===== src/rtl/ring_irq_pkg.sv =====
package ring_irq_pkg;
  localparam int WORD_W      = 32;
  localparam int STATUS_BASE = 32'h0003_7800;
  localparam int CLEAR_BASE  = 32'h0003_7808;
  localparam int MODE_ADDR   = 32'h0003_9864;
  localparam int MODE_COR_BIT   = 2;
  localparam int MODE_NOCLR_BIT = 17;

  typedef enum logic [1:0] {
    KIND_TX  = 2'd0,
    KIND_RX  = 2'd1,
    KIND_OVF = 2'd2
  } ev_kind_e;

  function automatic int status_words(input int hops);
    return (31 + 3 * hops) / 32;
  endfunction

  function automatic int flat_index(input ev_kind_e kind, input int hop, input int hops);
    return int'(kind) * hops + hop;
  endfunction

  function automatic int word_offset(input int base, input int word);
    return base + 4 * word;
  endfunction

  function automatic logic cor_active(input logic cor_en, input logic noclr);
    return cor_en & ~noclr;
  endfunction
endpackage


===== src/rtl/ris_bus_decode.sv =====
module ris_bus_decode
  import ring_irq_pkg::*;
#(
  parameter int NW     = 2,
  parameter int ADDR_W = 20
) (
  input  logic [ADDR_W-1:0] addr,
  input  logic              rd,
  input  logic              wr,
  output logic [NW-1:0]     sts_rd_hit,
  output logic [NW-1:0]     clr_wr_hit,
  output logic              mode_rd_hit,
  output logic              mode_wr_hit
);
  for (genvar w = 0; w < NW; w++) begin : g_word
    localparam logic [ADDR_W-1:0] STS_A = ADDR_W'(word_offset(STATUS_BASE, w));
    localparam logic [ADDR_W-1:0] CLR_A = ADDR_W'(word_offset(CLEAR_BASE, w));
    assign sts_rd_hit[w] = rd && (addr == STS_A);
    assign clr_wr_hit[w] = wr && (addr == CLR_A);
  end

  localparam logic [ADDR_W-1:0] MODE_A = ADDR_W'(MODE_ADDR);
  assign mode_rd_hit = rd && (addr == MODE_A);
  assign mode_wr_hit = wr && (addr == MODE_A);
endmodule


===== src/rtl/ris_status_word.sv =====
module ris_status_word #(
  parameter int W = 32
) (
  input  logic         clk,
  input  logic         rst_n,
  input  logic [W-1:0] set_i,
  input  logic         rd_clr_i,
  input  logic [W-1:0] w1c_i,
  output logic [W-1:0] word_o,
  output logic [W-1:0] fresh_o
);
  logic [W-1:0] word_q;
  logic [W-1:0] drop;

  assign drop    = rd_clr_i ? {W{1'b1}} : w1c_i;
  assign fresh_o = set_i & ~word_q;
  assign word_o  = word_q;

  always_ff @(posedge clk or negedge rst_n) begin
    if (!rst_n) word_q <= '0;
    else        word_q <= (word_q & ~drop) | set_i;
  end
endmodule


===== src/rtl/ris_irq_gate.sv =====
module ris_irq_gate #(
  parameter int NW = 2,
  parameter int NB = 36
) (
  input  logic          clk,
  input  logic          rst_n,
  input  logic [NB-1:0] fresh_i,
  input  logic [NW-1:0] rd_hit_i,
  output logic [NB-1:0] pulse_o,
  output logic          armed_o
);
  logic          armed_q;
  logic [NW-1:0] seen_q;
  logic [NW-1:0] seen_nx;
  logic          fire;

  assign fire    = armed_q && (|fresh_i);
  assign seen_nx = seen_q | rd_hit_i;
  assign armed_o = armed_q;

  always_ff @(posedge clk or negedge rst_n) begin
    if (!rst_n) begin
      armed_q <= 1'b1;
      seen_q  <= '0;
      pulse_o <= '0;
    end else begin
      pulse_o <= fire ? fresh_i : '0;
      if (fire) begin
        armed_q <= 1'b0;
        seen_q  <= '0;
      end else if (!armed_q && (&seen_nx)) begin
        armed_q <= 1'b1;
        seen_q  <= '0;
      end else begin
        seen_q  <= seen_nx;
      end
    end
  end
endmodule


===== src/rtl/ring_irq_status.sv =====
module ring_irq_status
  import ring_irq_pkg::*;
#(
  parameter int HOP_COUNT = 12,
  parameter int ADDR_W    = 20
) (
  input  logic                   clk,
  input  logic                   rst_n,
  input  logic [HOP_COUNT-1:0]   ev_tx,
  input  logic [HOP_COUNT-1:0]   ev_rx,
  input  logic [HOP_COUNT-1:0]   ev_ovf,
  input  logic [ADDR_W-1:0]      bus_addr,
  input  logic                   bus_rd,
  input  logic                   bus_wr,
  input  logic [WORD_W-1:0]      bus_wdata,
  output logic [WORD_W-1:0]      bus_rdata,
  output logic [3*HOP_COUNT-1:0] irq_pulse
);
  localparam int NB = 3 * HOP_COUNT;
  localparam int NW = status_words(HOP_COUNT);
  localparam int FW = NW * WORD_W;

  logic [NW-1:0]     sts_rd_hit;
  logic [NW-1:0]     clr_wr_hit;
  logic              mode_rd_hit;
  logic              mode_wr_hit;
  logic              mode_cor_q;
  logic              mode_noclr_q;
  logic              cor_on;
  logic [FW-1:0]     set_full;
  logic [FW-1:0]     sts_full;
  logic [FW-1:0]     fresh_full;
  logic [NB-1:0]     sts_flat;
  logic [NB-1:0]     set_flat;
  logic              armed;
  logic [WORD_W-1:0] rd_mux;
  logic [WORD_W-1:0] mode_view;

  ris_bus_decode #(.NW(NW), .ADDR_W(ADDR_W)) u_dec (
    .addr(bus_addr), .rd(bus_rd), .wr(bus_wr),
    .sts_rd_hit(sts_rd_hit), .clr_wr_hit(clr_wr_hit),
    .mode_rd_hit(mode_rd_hit), .mode_wr_hit(mode_wr_hit)
  );

  always_ff @(posedge clk or negedge rst_n) begin
    if (!rst_n) begin
      mode_cor_q   <= 1'b0;
      mode_noclr_q <= 1'b0;
    end else if (mode_wr_hit) begin
      mode_cor_q   <= bus_wdata[MODE_COR_BIT];
      mode_noclr_q <= bus_wdata[MODE_NOCLR_BIT];
    end
  end

  assign cor_on = cor_active(mode_cor_q, mode_noclr_q);

  always_comb begin
    mode_view = '0;
    mode_view[MODE_COR_BIT]   = mode_cor_q;
    mode_view[MODE_NOCLR_BIT] = mode_noclr_q;
  end

  assign set_flat = {ev_ovf, ev_rx, ev_tx};

  always_comb begin
    set_full = '0;
    set_full[NB-1:0] = set_flat;
  end

  for (genvar w = 0; w < NW; w++) begin : g_word
    logic [WORD_W-1:0] w1c;
    assign w1c = (!cor_on && clr_wr_hit[w]) ? bus_wdata : '0;
    ris_status_word #(.W(WORD_W)) u_word (
      .clk(clk), .rst_n(rst_n),
      .set_i(set_full[w*WORD_W +: WORD_W]),
      .rd_clr_i(cor_on && sts_rd_hit[w]),
      .w1c_i(w1c),
      .word_o(sts_full[w*WORD_W +: WORD_W]),
      .fresh_o(fresh_full[w*WORD_W +: WORD_W])
    );
  end

  assign sts_flat = sts_full[NB-1:0];

  ris_irq_gate #(.NW(NW), .NB(NB)) u_gate (
    .clk(clk), .rst_n(rst_n),
    .fresh_i(fresh_full[NB-1:0]),
    .rd_hit_i(sts_rd_hit),
    .pulse_o(irq_pulse),
    .armed_o(armed)
  );

  always_comb begin
    rd_mux = '0;
    for (int w = 0; w < NW; w++)
      if (sts_rd_hit[w]) rd_mux = rd_mux | sts_full[w*WORD_W +: WORD_W];
    if (mode_rd_hit) rd_mux = rd_mux | mode_view;
  end

  always_ff @(posedge clk or negedge rst_n) begin
    if (!rst_n) bus_rdata <= '0;
    else        bus_rdata <= rd_mux;
  end
endmodule


===== config.mk =====
export PLATFORM = sky130hd
export DESIGN_NAME = ring_irq_status
export DESIGN_NICKNAME = d
export VERILOG_FILES = /design/src/rtl/ring_irq_pkg.sv /design/src/rtl/ris_bus_decode.sv /design/src/rtl/ris_status_word.sv /design/src/rtl/ris_irq_gate.sv /design/src/rtl/ring_irq_status.sv
export SDC_FILE = /design/constraint.sdc
export NUM_CORES = 1
export LEC_CHECK = 0
export ABC_AREA = 1
export BUFFER_PORTS_ARGS = -buffer_cell sky130_fd_sc_hd__buf_2
export CAP_MARGIN = 30
export CORE_MARGIN = 3
export CORE_UTILIZATION = 47
export CTS_CLUSTER_DIAMETER = 60
export CTS_CLUSTER_SIZE = 24
export DETAILED_ROUTE_END_ITERATION = 12
export PLACE_DENSITY_LB_ADDON = 0.05
export SYNTH_ARGS = -nofsm -noshare
export SYNTH_HDL_FRONTEND = slang
export SYNTH_SLANG_ARGS = --single-unit
export TNS_END_PERCENT = 50

===== constraint.sdc =====
create_clock -name clk -period 1.36 [get_ports clk]
set_input_delay 0.272 -clock clk [delete_from_list [all_inputs] [get_ports clk]]
set_output_delay 0.272 -clock clk [all_outputs]
set_load 0.01 [all_outputs]

==> results.ini <==
[floorplan]
io_pins = 160
initial_core_util = 0.4901
die-area_um2 = 13470
core_footprint_um2 = 11610
dieWidth_um = 116.0
placementRows = 39
dieHeight_um = 116.0

[grt]
grt_start_max_net_pins = 52
grt_antenna_before_repair = 0
first_global_vias = 5196
first_pass_grt_wire_length_um = 24320
grt_remaining_overflow = 0
globalRouteTotalUtil = 0.2366

[placement]
gp_routability_congestion = 0.8220
detailedPlacementHpwl_um = 10480
io_buffer_count = 159

[outcome]
run_status = finished with violations
violations = negative setup slack

[synth]
post_synth_and_or_nand_nor_area_fraction = 0.2102
ys.flop_type = dfrtp_1
synth_compound_area_frac = 0.08815
synthesis.area_um2 = 5692
synth_top_area_cell = dfrtp_1
synth_area_per_inst_um2 = 8.852
synth-edff-count = 0
synth-warning-count = 0
synth.lib_cells_used.distinct = 22
synth-async-reset-ratio = 1.000
synth_top_cells_by_area = dfrtp_1, nor2_1, nand2_1, inv_1, o21bai_1
yosysMostFrequentCell = dfrtp_1
synth-seq-cells = 137
synth_top_family_by_area = simple AND/OR/NAND/NOR gates
seq_area_frac_synth = 0.6026
synth_commonest_cells = dfrtp_1, nor2_1, nand2_1, inv_1, o21bai_1
synthesized_netlist_net_count = 735
synth_xor_xnor_area_share = 0
post_synth_fa_ha_maj_area_fraction = 0
synth.area.mux_share = 0
share_of_yosys_cell_area_claimed_by_the_top_area_cell_type = 0.5979
synthesis.instances = 643

[timing]
post-route-min-period_ns = 1.548
drv_slew = 0
fmax_mhz = 646.0
tightest_slew_ns = 0.2787
timing.hold.ws_ns = 0.06048
fin_ws_ns = -0.1880
final_critical_path_share_of_the_clock_period = 1.138
grt_setup_unrepaired = true
max_slew_margin = 0.8142
timing.final.hold_violations = 0
final.setup_skew_ns = 0.01258
setup_viol_count_final = 85

[layout]
fraction_of_layout_cells_with_a_size_suffix_above_1 = 0.4650
post-route-util = 0.7519
final_nets = 994
syn_to_final_growth_pct = 53.42
diodes = 0

[detailed_routing]
detailedRoute.firstPassIterationCount = 5
drt_drc_violations_left = 0
first_iter_violations = 361
postRouteAntennaNets = 0
average_detailed_routed_wire_length_per_instance_um = 16.82
drt-vias-per-instance = 5.028
drt-total-wl_um = 17780
route.vias.total = 5315

[setup_path]
worstPathRequired_ns = 1.67
crit_top_cell = nand2_2
r2r_slack_ns = -0.19
cpMaxStageDelayCell = dfrtp_1
crit_buf_inv = 3
cp_slowest_stage_delay_ns = 0.36
timing.rr.start = g_word[0].u_word.word_o[15]$_DFF_PN0_
reg2reg_depth = 11
cp-end-kind = flip-flop
crit_chain = inv_1 -> nand2_2 -> nand2_2 -> nor2_2 -> nand2_1 -> nor2_1 -> nand2_1 -> nand2_2 -> buf_6 -> clkbuf_16 -> nor2_1
worst_ep_arrival_time_ns = 1.86
crit_path_start_kind = flip-flop
critical_path.reg2reg.endpoint = u_gate.pulse_o[9]$_DFF_PN0_
criticalPathCategory = reg2reg
path_delay_family = simple AND/OR/NAND/NOR gates
critical_path_peak_fanout = 8

[power_and_ir_drop]
pwr_density_cell_nw_per_um2 = 1074
power_frac_comb = 0.041
fraction_of_power_consumed_by_sequential_logic = 0.435
net-switching-power_mw = 1.986
p_sw_frac = 0.2118
cell_internal_pwr_mw = 7.390
leak_pwr_nw = 5.196
ir_worst_vdd_v = 0.0006558
power_frac_clock = 0.525

[hold_path]
hp-start = ev_tx[0]
hold_depth = 2
hold-path-endpoint = g_word[0].u_word.word_o[0]$_DFF_PN0_
timing.hold.worst.class = in2reg

[clock_network]
insertion_delay_to_the_later_sink_of_the_worst_skew_pair_ns = 0.42
cts_sinks = 137
ctsRootBufferMaster = clkbuf_16
numCtsBuffers = 17
cts-root-to-sink-buffers = 2
clk_transition_reported_paths_ns = 0.06
tritoncts_clock_tree = yes
htreeDepth = 4

[run]
timing.max_cap.violations = 0

-- kinds of logic (layout without fill, tap and decap cells) --
family,Yosys count,in the layout
AOI/OAI and AO/OA,76,76
buffers and inverters,135,406
DFF,137,137
and+or+nand+nor,295,295
-- stage by stage --
step / setup slack, ns / setup TNS (ns) / power [mW] / area, um^2 / instances
final: -0.1880 / -7.930 / 9.376 / 8732 / 1057
after global routing: -0.3144 / -17.43 / 9.637 / 8732 / 1057
after CTS: -0.1449 / -5.030 / 9.366 / 8016 / 1037
after detailed placement: -0.2422 / -22.08 / 4.500 / 7219 / 997
after global placement: -0.2158 / -17.00 / 4.493 / 7219 / 997
after floorplan: 0.05423 / 0 / 4.221 / 5692 / 643
-- power groups by stage --
stage	Sequential [mW]	Combinational [mW]	Clock, mW
2_1_floorplan	4.15	0.0688	0
3_3_place_gp	4.15	0.342	0
3_5_place_dp	4.15	0.349	0
4_1_cts	4.08	0.354	4.93
5_1_grt	4.08	0.422	5.14
6_report	4.08	0.380	4.92
-- layout by cell type (no fill, tap or decap), types with 25 or more instances in the layout --
master	instances
buf_4	75
inv_1	99
buf_2	158
nand2_2	35
nor2_4	27
nor2_1	68
o21bai_1	31
nand2_1	82
clkbuf_16	25
nor2_2	39
dfrtp_1	136
o22ai_1	29
-- area by class of cell --
class	count	area, um^2
Timing Repair Buffer	261	1907
Fill cell	818	2882
Clock inverter	11	170.2
Tap cell	143	178.9
Sequential cell	137	3430
Inverter	114	427.9
Multi-Input combinational cell	371	2162
Clock buffer	20	456.7
-- worst reg2reg max path: stages (launching register included) --
cell and delay [ns]:
dfrtp_1 0.36, inv_1 0.08, nand2_2 0.08, nand2_2 0.06, nor2_2 0.13, nand2_1 0.07
nor2_1 0.09, nand2_1 0.09, nand2_2 0.14, buf_6 0.14, clkbuf_16 0.15, nor2_1 0.04
-- repair_timing --
action	in CTS	in global routing
hold buffers	1	0
hold endpoints to repair	136	0
resized for setup	20	143
gates cloned	2	9
endpoints found under the setup margin	40	103
pin swaps	0	40
buffers inserted	6	12
-- per-layer routing --
metal / GRT usage / wire, um / part of all wire / up-vias
met3: 0.05274 / 1137 / 0.064 / 39
met4: 0.09667 / 490 / 0.028 / 0
met2: 0.3890 / 8793 / 0.49 / 210
met1: 0.3049 / 7355 / 0.41 / 2575
met5: 0 / 0 / 0 / -
li1: - / - / - / 2491
-- state kept, by name, summed over array words and instances (netlist names) --
register and count:
mode_cor_q 1, u_gate.pulse_o 36, bus_rdata 32, u_gate.seen_q 2, g_word.u_word.word_o 64, mode_noclr_q 1
u_gate.armed_o 1
-- worst max path at each step --
stage                                                     start  cells past startpoint  slack, ns                                    end
after floorplan                                     bus_addr[4]                      8       0.05  g_word[1].u_word.word_o[19]$_DFF_PN0_
after global placement                              bus_addr[4]                      7      -0.22                 bus_rdata[4]$_DFF_PN0_
after detailed placement                            bus_addr[4]                     10      -0.24   g_word[0].u_word.word_o[8]$_DFF_PN0_
after CTS                  g_word[0].u_word.word_o[5]$_DFF_PN0_                     11      -0.14           u_gate.pulse_o[18]$_DFF_PN0_
after global routing      g_word[0].u_word.word_o[15]$_DFF_PN0_                     11      -0.31           u_gate.pulse_o[29]$_DFF_PN0_
final                     g_word[0].u_word.word_o[15]$_DFF_PN0_                     11      -0.19            u_gate.pulse_o[9]$_DFF_PN0_
No activity file was read; power rests on OpenSTA's default activity.
